--- src/rtl/edge_irq_pkg.sv ---
package edge_irq_pkg;

    // Byte offsets of the two software-visible registers.
    localparam int PEND_OFS = 0;
    localparam int ENA_OFS  = 4;

    // Output state machine encoding.
    typedef enum logic [0:0] {
        ST_QUIET  = 1'b0,
        ST_RAISED = 1'b1
    } out_state_e;

endpackage

--- src/rtl/edge_irq_sync.sv ---
module edge_irq_sync #(
    parameter int W      = 32,
    parameter int STAGES = 2
) (
    input  logic         clk,
    input  logic         rst_n,
    input  logic [W-1:0] d,
    output logic [W-1:0] q
);

    logic [STAGES-1:0][W-1:0] stage_q;

    always_ff @(posedge clk or negedge rst_n) begin
        if (!rst_n) begin
            stage_q <= '0;
        end else begin
            stage_q[0] <= d;
            for (int s = 1; s < STAGES; s++) begin
                stage_q[s] <= stage_q[s-1];
            end
        end
    end

    assign q = stage_q[STAGES-1];

endmodule

--- src/rtl/edge_irq_detect.sv ---
module edge_irq_detect #(
    parameter int W = 32
) (
    input  logic         clk,
    input  logic         rst_n,
    input  logic [W-1:0] level,
    output logic [W-1:0] rise
);

    logic [W-1:0] prev_q;

    always_ff @(posedge clk or negedge rst_n) begin
        if (!rst_n) begin
            prev_q <= '0;
        end else begin
            prev_q <= level;
        end
    end

    // One pulse per low-to-high transition of each synchronized input.
    assign rise = level & ~prev_q;

endmodule

--- src/rtl/edge_irq_regs.sv ---
module edge_irq_regs
    import edge_irq_pkg::*;
#(
    parameter int N_SRC  = 32,
    parameter int DATA_W = 32,
    parameter int ADDR_W = 4
) (
    input  logic              clk,
    input  logic              rst_n,
    input  logic [N_SRC-1:0]  rise,
    input  logic              pend_wr,
    input  logic              ena_wr,
    input  logic [N_SRC-1:0]  wdata_lo,
    input  logic [ADDR_W-1:0] rd_addr,
    output logic [N_SRC-1:0]  pend_q,
    output logic [N_SRC-1:0]  ena_q,
    output logic [DATA_W-1:0] rdata
);

    logic [N_SRC-1:0] pend_kept;

    // A write keeps only bits written as one; new edges are merged last so they win.
    always_comb begin
        pend_kept = pend_wr ? (pend_q & wdata_lo) : pend_q;
    end

    always_ff @(posedge clk or negedge rst_n) begin
        if (!rst_n) begin
            pend_q <= '0;
        end else begin
            pend_q <= pend_kept | rise;
        end
    end

    always_ff @(posedge clk or negedge rst_n) begin
        if (!rst_n) begin
            ena_q <= '0;
        end else if (ena_wr) begin
            ena_q <= wdata_lo;
        end
    end

    always_comb begin
        rdata = '0;
        unique case (rd_addr)
            ADDR_W'(PEND_OFS): rdata[N_SRC-1:0] = pend_q;
            ADDR_W'(ENA_OFS):  rdata[N_SRC-1:0] = ena_q;
            default:           rdata = '0;
        endcase
    end

endmodule

--- src/rtl/edge_irq_outfsm.sv ---
module edge_irq_outfsm
    import edge_irq_pkg::*;
(
    input  logic clk,
    input  logic rst_n,
    input  logic any_pend,
    output logic irq
);

    out_state_e state_q, state_d;

    always_ff @(posedge clk or negedge rst_n) begin
        if (!rst_n) begin
            state_q <= ST_QUIET;
        end else begin
            state_q <= state_d;
        end
    end

    always_comb begin
        state_d = state_q;
        unique case (state_q)
            ST_QUIET:  if (any_pend)  state_d = ST_RAISED;
            ST_RAISED: if (!any_pend) state_d = ST_QUIET;
            default:   state_d = ST_QUIET;
        endcase
    end

    always_comb begin
        irq = 1'b0;
        unique case (state_q)
            ST_QUIET:  irq = 1'b0;
            ST_RAISED: irq = 1'b1;
            default:   irq = 1'b0;
        endcase
    end

endmodule

--- src/rtl/edge_irq_aggregator.sv ---
module edge_irq_aggregator
    import edge_irq_pkg::*;
#(
    parameter int N_SRC       = 32,
    parameter int DATA_W      = 32,
    parameter int ADDR_W      = 4,
    parameter int SYNC_STAGES = 2
) (
    input  logic              clk,
    input  logic              rst_n,
    input  logic [N_SRC-1:0]  src_in,
    input  logic              bus_wr,
    input  logic [ADDR_W-1:0] bus_addr,
    input  logic [DATA_W-1:0] bus_wdata,
    output logic [DATA_W-1:0] bus_rdata,
    output logic              irq_out
);

    logic [N_SRC-1:0] sync_w;
    logic [N_SRC-1:0] rise_w;
    logic [N_SRC-1:0] pend_q;
    logic [N_SRC-1:0] ena_q;
    logic [N_SRC-1:0] wdata_lo;
    logic             pend_wr;
    logic             ena_wr;
    logic             any_pend;

    assign wdata_lo = bus_wdata[N_SRC-1:0];
    assign pend_wr  = bus_wr && (bus_addr == ADDR_W'(PEND_OFS));
    assign ena_wr   = bus_wr && (bus_addr == ADDR_W'(ENA_OFS));

    edge_irq_sync #(.W(N_SRC), .STAGES(SYNC_STAGES)) sync_i (
        .clk   (clk),
        .rst_n (rst_n),
        .d     (src_in),
        .q     (sync_w)
    );

    edge_irq_detect #(.W(N_SRC)) detect_i (
        .clk   (clk),
        .rst_n (rst_n),
        .level (sync_w),
        .rise  (rise_w)
    );

    edge_irq_regs #(.N_SRC(N_SRC), .DATA_W(DATA_W), .ADDR_W(ADDR_W)) regs_i (
        .clk      (clk),
        .rst_n    (rst_n),
        .rise     (rise_w),
        .pend_wr  (pend_wr),
        .ena_wr   (ena_wr),
        .wdata_lo (wdata_lo),
        .rd_addr  (bus_addr),
        .pend_q   (pend_q),
        .ena_q    (ena_q),
        .rdata    (bus_rdata)
    );

    assign any_pend = |(pend_q & ena_q);

    edge_irq_outfsm outfsm_i (
        .clk      (clk),
        .rst_n    (rst_n),
        .any_pend (any_pend),
        .irq      (irq_out)
    );

endmodule

--- config.mk ---
export PLATFORM = sky130hd
export DESIGN_NAME = edge_irq_aggregator
export DESIGN_NICKNAME = d
export VERILOG_FILES = /design/src/rtl/edge_irq_pkg.sv /design/src/rtl/edge_irq_sync.sv /design/src/rtl/edge_irq_detect.sv /design/src/rtl/edge_irq_regs.sv /design/src/rtl/edge_irq_outfsm.sv /design/src/rtl/edge_irq_aggregator.sv
export SDC_FILE = /design/constraint.sdc
export NUM_CORES = 1
export LEC_CHECK = 0
export ABC_CLOCK_PERIOD_IN_PS = 1500
export BUFFER_PORTS_ARGS = -buffer_cell sky130_fd_sc_hd__buf_2
export CAP_MARGIN = 20
export CORE_ASPECT_RATIO = 0.9
export CORE_MARGIN = 5
export CORE_UTILIZATION = 49
export CTS_BUF_LIST = sky130_fd_sc_hd__clkbuf_16
export DETAILED_ROUTE_END_ITERATION = 12
export PLACE_DENSITY = 0.78
export SYNTH_ARGS = -nofsm -noshare
export SYNTH_HDL_FRONTEND = slang
export SYNTH_SLANG_ARGS = --single-unit
--- constraint.sdc ---
create_clock -name clk -period 1.5 [get_ports clk]
set_clock_uncertainty 0.2 [all_clocks]
set_input_delay 0.3 -clock clk [delete_from_list [all_inputs] [get_ports clk]]
set_output_delay 0.3 -clock clk [all_outputs]
set_load 0.05 [all_outputs]
=== Word-level counts from Yosys, hierarchy flattened ===
Cells that the tools add are included.

* Logic and storage cells: 21
* Flip-flop bits (word level): 161

* Muxes and demuxes: 4
* Bitwise logic cells: 6
* Reductions and logical operators: 4
* Equality and inequality tests: 1

{| class="wikitable"
|+ Operators with widths
! operator !! number
|-
| AND 32 bit || 3
|-
| case mux 32 bit (2 select lines) || 1
|-
| two-way mux 32 bit || 1
|-
| inverter 32 bit || 1
|-
| OR 32 bit || 1
|-
| OR reduction 32 bit || 1
|-
| == test 4 x 3 -> 1 bit (second input constant) || 1
|-
| logical NOT 4 bit || 1
|-
| logical AND 1 bit || 2
|-
| case mux 1 bit (2 select lines) || 1
|-
| two-way mux 1 bit || 1
|-
| inverter 1 bit || 1
|}

=== Longest topological paths before layout ===
* Word-level depth: 4
* Mapped depth: 4
* Mapped depth without buffers: 3

=== Modules after synthesis ===
From an unflattened synthesis, not the netlist that was laid out.

* Cells, all modules: 425
* Area total of the unflattened synthesis: 6242.2 µm²

{| class="wikitable"
|+ Modules (own cells, without submodules)
! module !! times used !! area each (µm²) !! cells an instance !! seq. area each (µm²)
|-
| edge_irq_regs || 1 || 2955.3 || 240 || 1601.5
|-
| edge_irq_sync || 1 || 1841.8 || 96 || 1601.5
|-
| edge_irq_detect || 1 || 1241.2 || 64 || 800.8
|-
| edge_irq_aggregator || 1 || 178.9 || 24 || 0.0
|-
| edge_irq_outfsm || 1 || 25.0 || 1 || 25.0
|}

=== Least setup slack after synthesis ===
OpenSTA, ideal clock, no wires.

* Path type: input port to output port
* From: input bus_addr[3]
* To: output bus_rdata[0]
* Path buffers: 1
* Data arrival time: 1.515 ns
* Slack: -0.515 ns
* Stages on the path: 3
* Data required time: 1.000 ns
* Path through: nor4_4 -> clkbuf_1 -> a22o_1

* Longest elaborated chain between the ends: 2
* Elaborated cells on any way between the ends: 3
* Those cells by class: eq/ne: 1; mux: 1; reduce/logical: 1

{| class="wikitable"
|+ Ends and longest elaborated chain
! item !! RTL line !! text
|-
| start: declaration || edge_irq_aggregator.sv:13 || <nowiki>input logic [ADDR_W-1:0] bus_addr,</nowiki>
|-
| == test 4 x 3 -> 1 bit / logical NOT 4 bit (equally long branches) || edge_irq_regs.sv:45 || <nowiki>unique case (rd_addr)</nowiki>
|-
| case mux 32 bit (2 select lines) (*) || edge_irq_regs.sv:45 ||
|-
| end: declaration || edge_irq_aggregator.sv:15 || <nowiki>output logic [DATA_W-1:0] bus_rdata,</nowiki>
|}

Mark *: on every way between the ends. The rest lies on a longest branch, timed or not.

=== Final worst setup path ===
* From: register regs_i.pend_q[10]
* To: output bus_rdata[10]

* Longest elaborated chain between the ends: 1

{| class="wikitable"
|+ Ends and longest elaborated chain
! item !! RTL line !! text
|-
| start: declaration || edge_irq_regs.sv:15 || <nowiki>output logic [N_SRC-1:0] pend_q,</nowiki>
|-
| start signal: assignment || edge_irq_regs.sv:31 || <nowiki>pend_q <= pend_kept | rise;</nowiki>
|-
| case mux 32 bit (2 select lines) || edge_irq_regs.sv:45 ||
|}

No other way between the ends.

==> flow_results.org <==
** Run status
- The run finished, with violations left.
- Violated checks :: setup timing

** STA
- In the finished design, the share of the clock period the worst path needs comes to 125.4%.
- Max-slew violation total from the final report :: 0
- Static timing analysis puts the maximum clock frequency at 531.8 MHz.
- In the post-route analysis, the smallest setup slack over all paths is -380.3 ps.
- Hold violation total from the final report :: 0
- Minimum clock period after layout :: around 1900 ps
- Final Setup Violations :: 67
- The worst pin sits at a relative slew slack of 72.90%.
- Setup repair after global routing could not meet its margin everywhere.
- For the final routed database, the setup TNS stands at -16,740 ps.
- Tightest Pin Transition :: around 410 ps

** Power and ir drop
- In this run switching power makes up 25.62% of total power.
- Total chip power :: between 10 and 15 mW
- Combinational share of power :: between 10% and 20%
- Clock network fraction of design power :: 38.4%
- Sequential cell fraction of total power :: 43.4%
- Across the VDD grid, the largest voltage drop is 0.9064 mV.
- Power density relative to cell area :: ~1200 mW/mm²
- Static leakage :: 4.724 nW
- The internal power of the cells totals approximately 8.6 mW.
- Switching component of the power :: 2.947 mW

** Floorplanning
- The floorplan step set the die height to about 110 µm.
- For this configuration, the core starts out at a cell density of about half.
- During I/O placement, the number of pins put on the boundary was 104.
- Rows :: 37
- Die outline area :: roughly 0.014 mm²
- Measured along the x axis, the die boundary spans 123.8 µm.
- Core region area :: approximately 0.011 mm²

** Layout
- Post-route cell area :: around 0.0098 mm²
- Area growth from synthesis to layout :: 70.89%
- In the final layout, the share of cells above drive strength 1 is between 50% and 60%.
- After filler insertion, the fill cell instance count of the layout stands at around 500.
- The net count of the finished layout is roughly 740.

** Detailed routing
- In the final routed layout, each cell accounts on average for 22.98 µm.
- Via count :: approximately 4,500
- Vias per Instance :: 5.384
- After detailed routing, the number of remaining DRC violations is 0.
- Once detail routing completed, the nets flagged for antenna violations numbered 0.
- The first detailed-routing pass ran for 5 iterations.
- For this block, the initial DRC count from the detailed router was 360.
- After detailed routing, the total wire length is roughly 19,000 µm.

** Logic synthesis
- Post-Syn Nets :: 432
- Counting flops and latches in the post-synthesis netlist gives between 150 and 200.
- The Yosys step of the flow raised 0 warnings.
- Counting every instance in the synthesized netlist gives roughly 360.
- Proportion of netlist area held by the largest area contributor :: 70.52%
- Library cell occupying the most area in the post-synthesis netlist :: dfrtp_1
- The cell area that synthesis handed to floorplanning was about 0.0057 mm².
- Sequential elements use ~70% of the synthesized area.
- Synthesis instantiated 16 different standard cells from the library.
- Per-instance average area after synthesis :: 15.83 µm²
- Main area contributors after synthesis :: dfrtp_1, a22o_1, mux2_4

** Placement
- Detailed placement finished with a half-perimeter wire length of around 9000 µm.
- Once placement finished, the instance area stood at between 0.007 and 0.008 mm².
- Port Buffers :: about 100
- Global placement routability congestion :: between 0.7 and 0.8

** Setup path
- Startpoint class of the critical path :: flip-flop
- Setup slack of the worst register-to-register path :: -260 ps
- Arrival time of the worst setup path :: between 1000 and 1500 ps
- Critical Path Sink Type :: primary output
- Crit-path max FO :: 2
- STA puts the critical path data required time at 1000 ps.
- The worst setup path is of the reg2out kind.

** Global routing
- The number of global-route vias before repair was a little over 5,000.
- Summed over all layers, the global routing overflow is 0.
- Wire length of the first global-routing pass :: between 20,000 and 30,000 µm
- Global routing used 27.58% of the available tracks.
- The initial antenna violation count came to 1.
- Largest net degree at the start of global routing :: 36

** Clock tree
- Total CTS buffers :: 17
- For this design, the sink count on the clock tree is about 160.
- Maximum level of the CTS H-tree :: 4
- Clock buffer depth :: 2
- Clock-pin slew was measured on the worst setup and hold paths at 70 ps.
- The later pin in the worst-skew pair is clocked with a latency of about 430 ps.
- TritonCTS built the clock tree.
- Master cell of the clock root buffer :: clkbuf_16

** Run
- Max-cap violations in this run came to 0.

** Min path
- The path class of the tightest hold or removal check is reg2reg.
[worst max-delay path, cell delays in order, from the launching register on]
cell	delay (ps)
dfrtp_1	410
buf_6	140
a22o_4	250
buf_8	150
[metal layers]
metal,up-vias,routed length [µm],global-route usage [%],share of wire (%)
met1,2318,6818,30.93,36
met5,-,0,0,0
li1,1925,-,-,-
met2,190,10670,50.02,56
met3,57,997,5.995,5.2
met4,0,678,11.51,3.5
[cells in the final DEF (no fill, tap or decap), types with 2 or more instances in the layout]
master           n
dfrtp_1        161
buf_4           67
dlygate4sd3_1   65
buf_2           65
buf_6           49
buf_8           35
inv_1           34
a22o_4          32
nand3b_1        32
a22o_1          32
mux2_4          32
clkbuf_16       20
buf_12          11
a22oi_2         10
a22oi_1          6
buf_16           5
nand4_1          4
clkinvlp_4       3
clkinv_4         3
bufinv_16        3
clkinv_2         2
[cells in the mapped netlist]
cell type and instances:
nor4b_4 1, clkbuf_1 9, nand3b_1 32, a22o_1 64
buf_6 3, nand2_2 1, nor4_4 1, or4_1 1
a22oi_1 16, dfrtp_1 161, buf_1 1, buf_2 3
mux2_1 2, inv_1 32, nand4_1 4, mux2_4 30
[registers in the layout, summed over array words and instances, names as in the netlist]
signal            count
regs_i.pend_q        32
regs_i.ena_q         32
outfsm_i.state_q      1
sync_i.stage_q       32
detect_i.prev_q      32
sync_i.q             32
[layout make-up]
| class | instances | area, µm² | area share, % |
|---|---|---|---|
| Timing Repair Buffer | 300 | 2989 | 30.62 |
| Multi-Input combinational cell | 152 | 1833 | 18.77 |
| Clock buffer | 17 | 425.4 | 4.357 |
| Sequential cell | 161 | 4029 | 41.27 |
| Inverter | 32 | 120.1 | 1.230 |
| Tap cell | 156 | 195.2 | 1.999 |
| Antenna cell | 1 | 2.502 | 0.02563 |
| Clock inverter | 15 | 168.9 | 1.730 |
[cells by family (layout without fill, tap and decap cells)]
logic type / after synthesis / in the layout / share of synthesized area [%]
flip-flops: 161 / 161 / 70.52
AO/OA/AOI/OAI: 80 / 80 / 11.91
AND/OR/NAND/NOR: 40 / 40 / 5.672
multiplexers: 32 / 32 / 8.279
buffers and inverters: 48 / 364 / 3.614
other: 0 / 1 / 0
[what timing repair did]
item	4_1_cts	5_1_grt
buffers inserted	26	16
endpoints found under the setup margin	66	73
resized for setup	152	32
endpoints found under the hold margin	229	0
hold buffers	65	0
gates cloned	5	3
pin swaps	23	13
[power by group through the flow]
stage / clock network, mW / logic, mW / registers, mW
2_1_floorplan: 0 / 0.727 / 5.01
3_3_place_gp: 0 / 1.46 / 4.96
3_5_place_dp: 0 / 1.50 / 4.98
4_1_cts: 4.35 / 1.88 / 4.94
5_1_grt: 4.67 / 2.18 / 5.02
6_report: 4.42 / 2.09 / 4.99
[through the flow]
stage / hold WS [ps] / cells / utilization (%) / setup WS [ps]
4_1_cts: 147.0 / 815 / 82.66 / -375.6
6_report: 143.3 / 834 / 85.38 / -380.3
3_5_place_dp: 30.63 / 687 / 64.14 / -533.3
2_1_floorplan: -195.6 / 361 / - / -266.3
3_3_place_gp: 33.38 / 687 / 64.14 / -491.5
5_1_grt: 148.7 / 834 / 85.38 / -408.2
[final timing paths]
path / startpoint / endpoint / cells after the start
worst max-delay path: regs_i.pend_q[10] / bus_rdata[10] / 3
worst min-delay path: sync_i.stage_q[8] / sync_i.q[8] / 0
worst max register to register: regs_i.pend_q[22] / outfsm_i.state_q / 4
worst min register to register: sync_i.stage_q[8] / sync_i.q[8] / 0
max in group asynchronous: rst_n / regs_i.pend_q[0] / 3
min in group asynchronous: rst_n / regs_i.pend_q[3] / 2
Power figures use the tool's default switching activity.
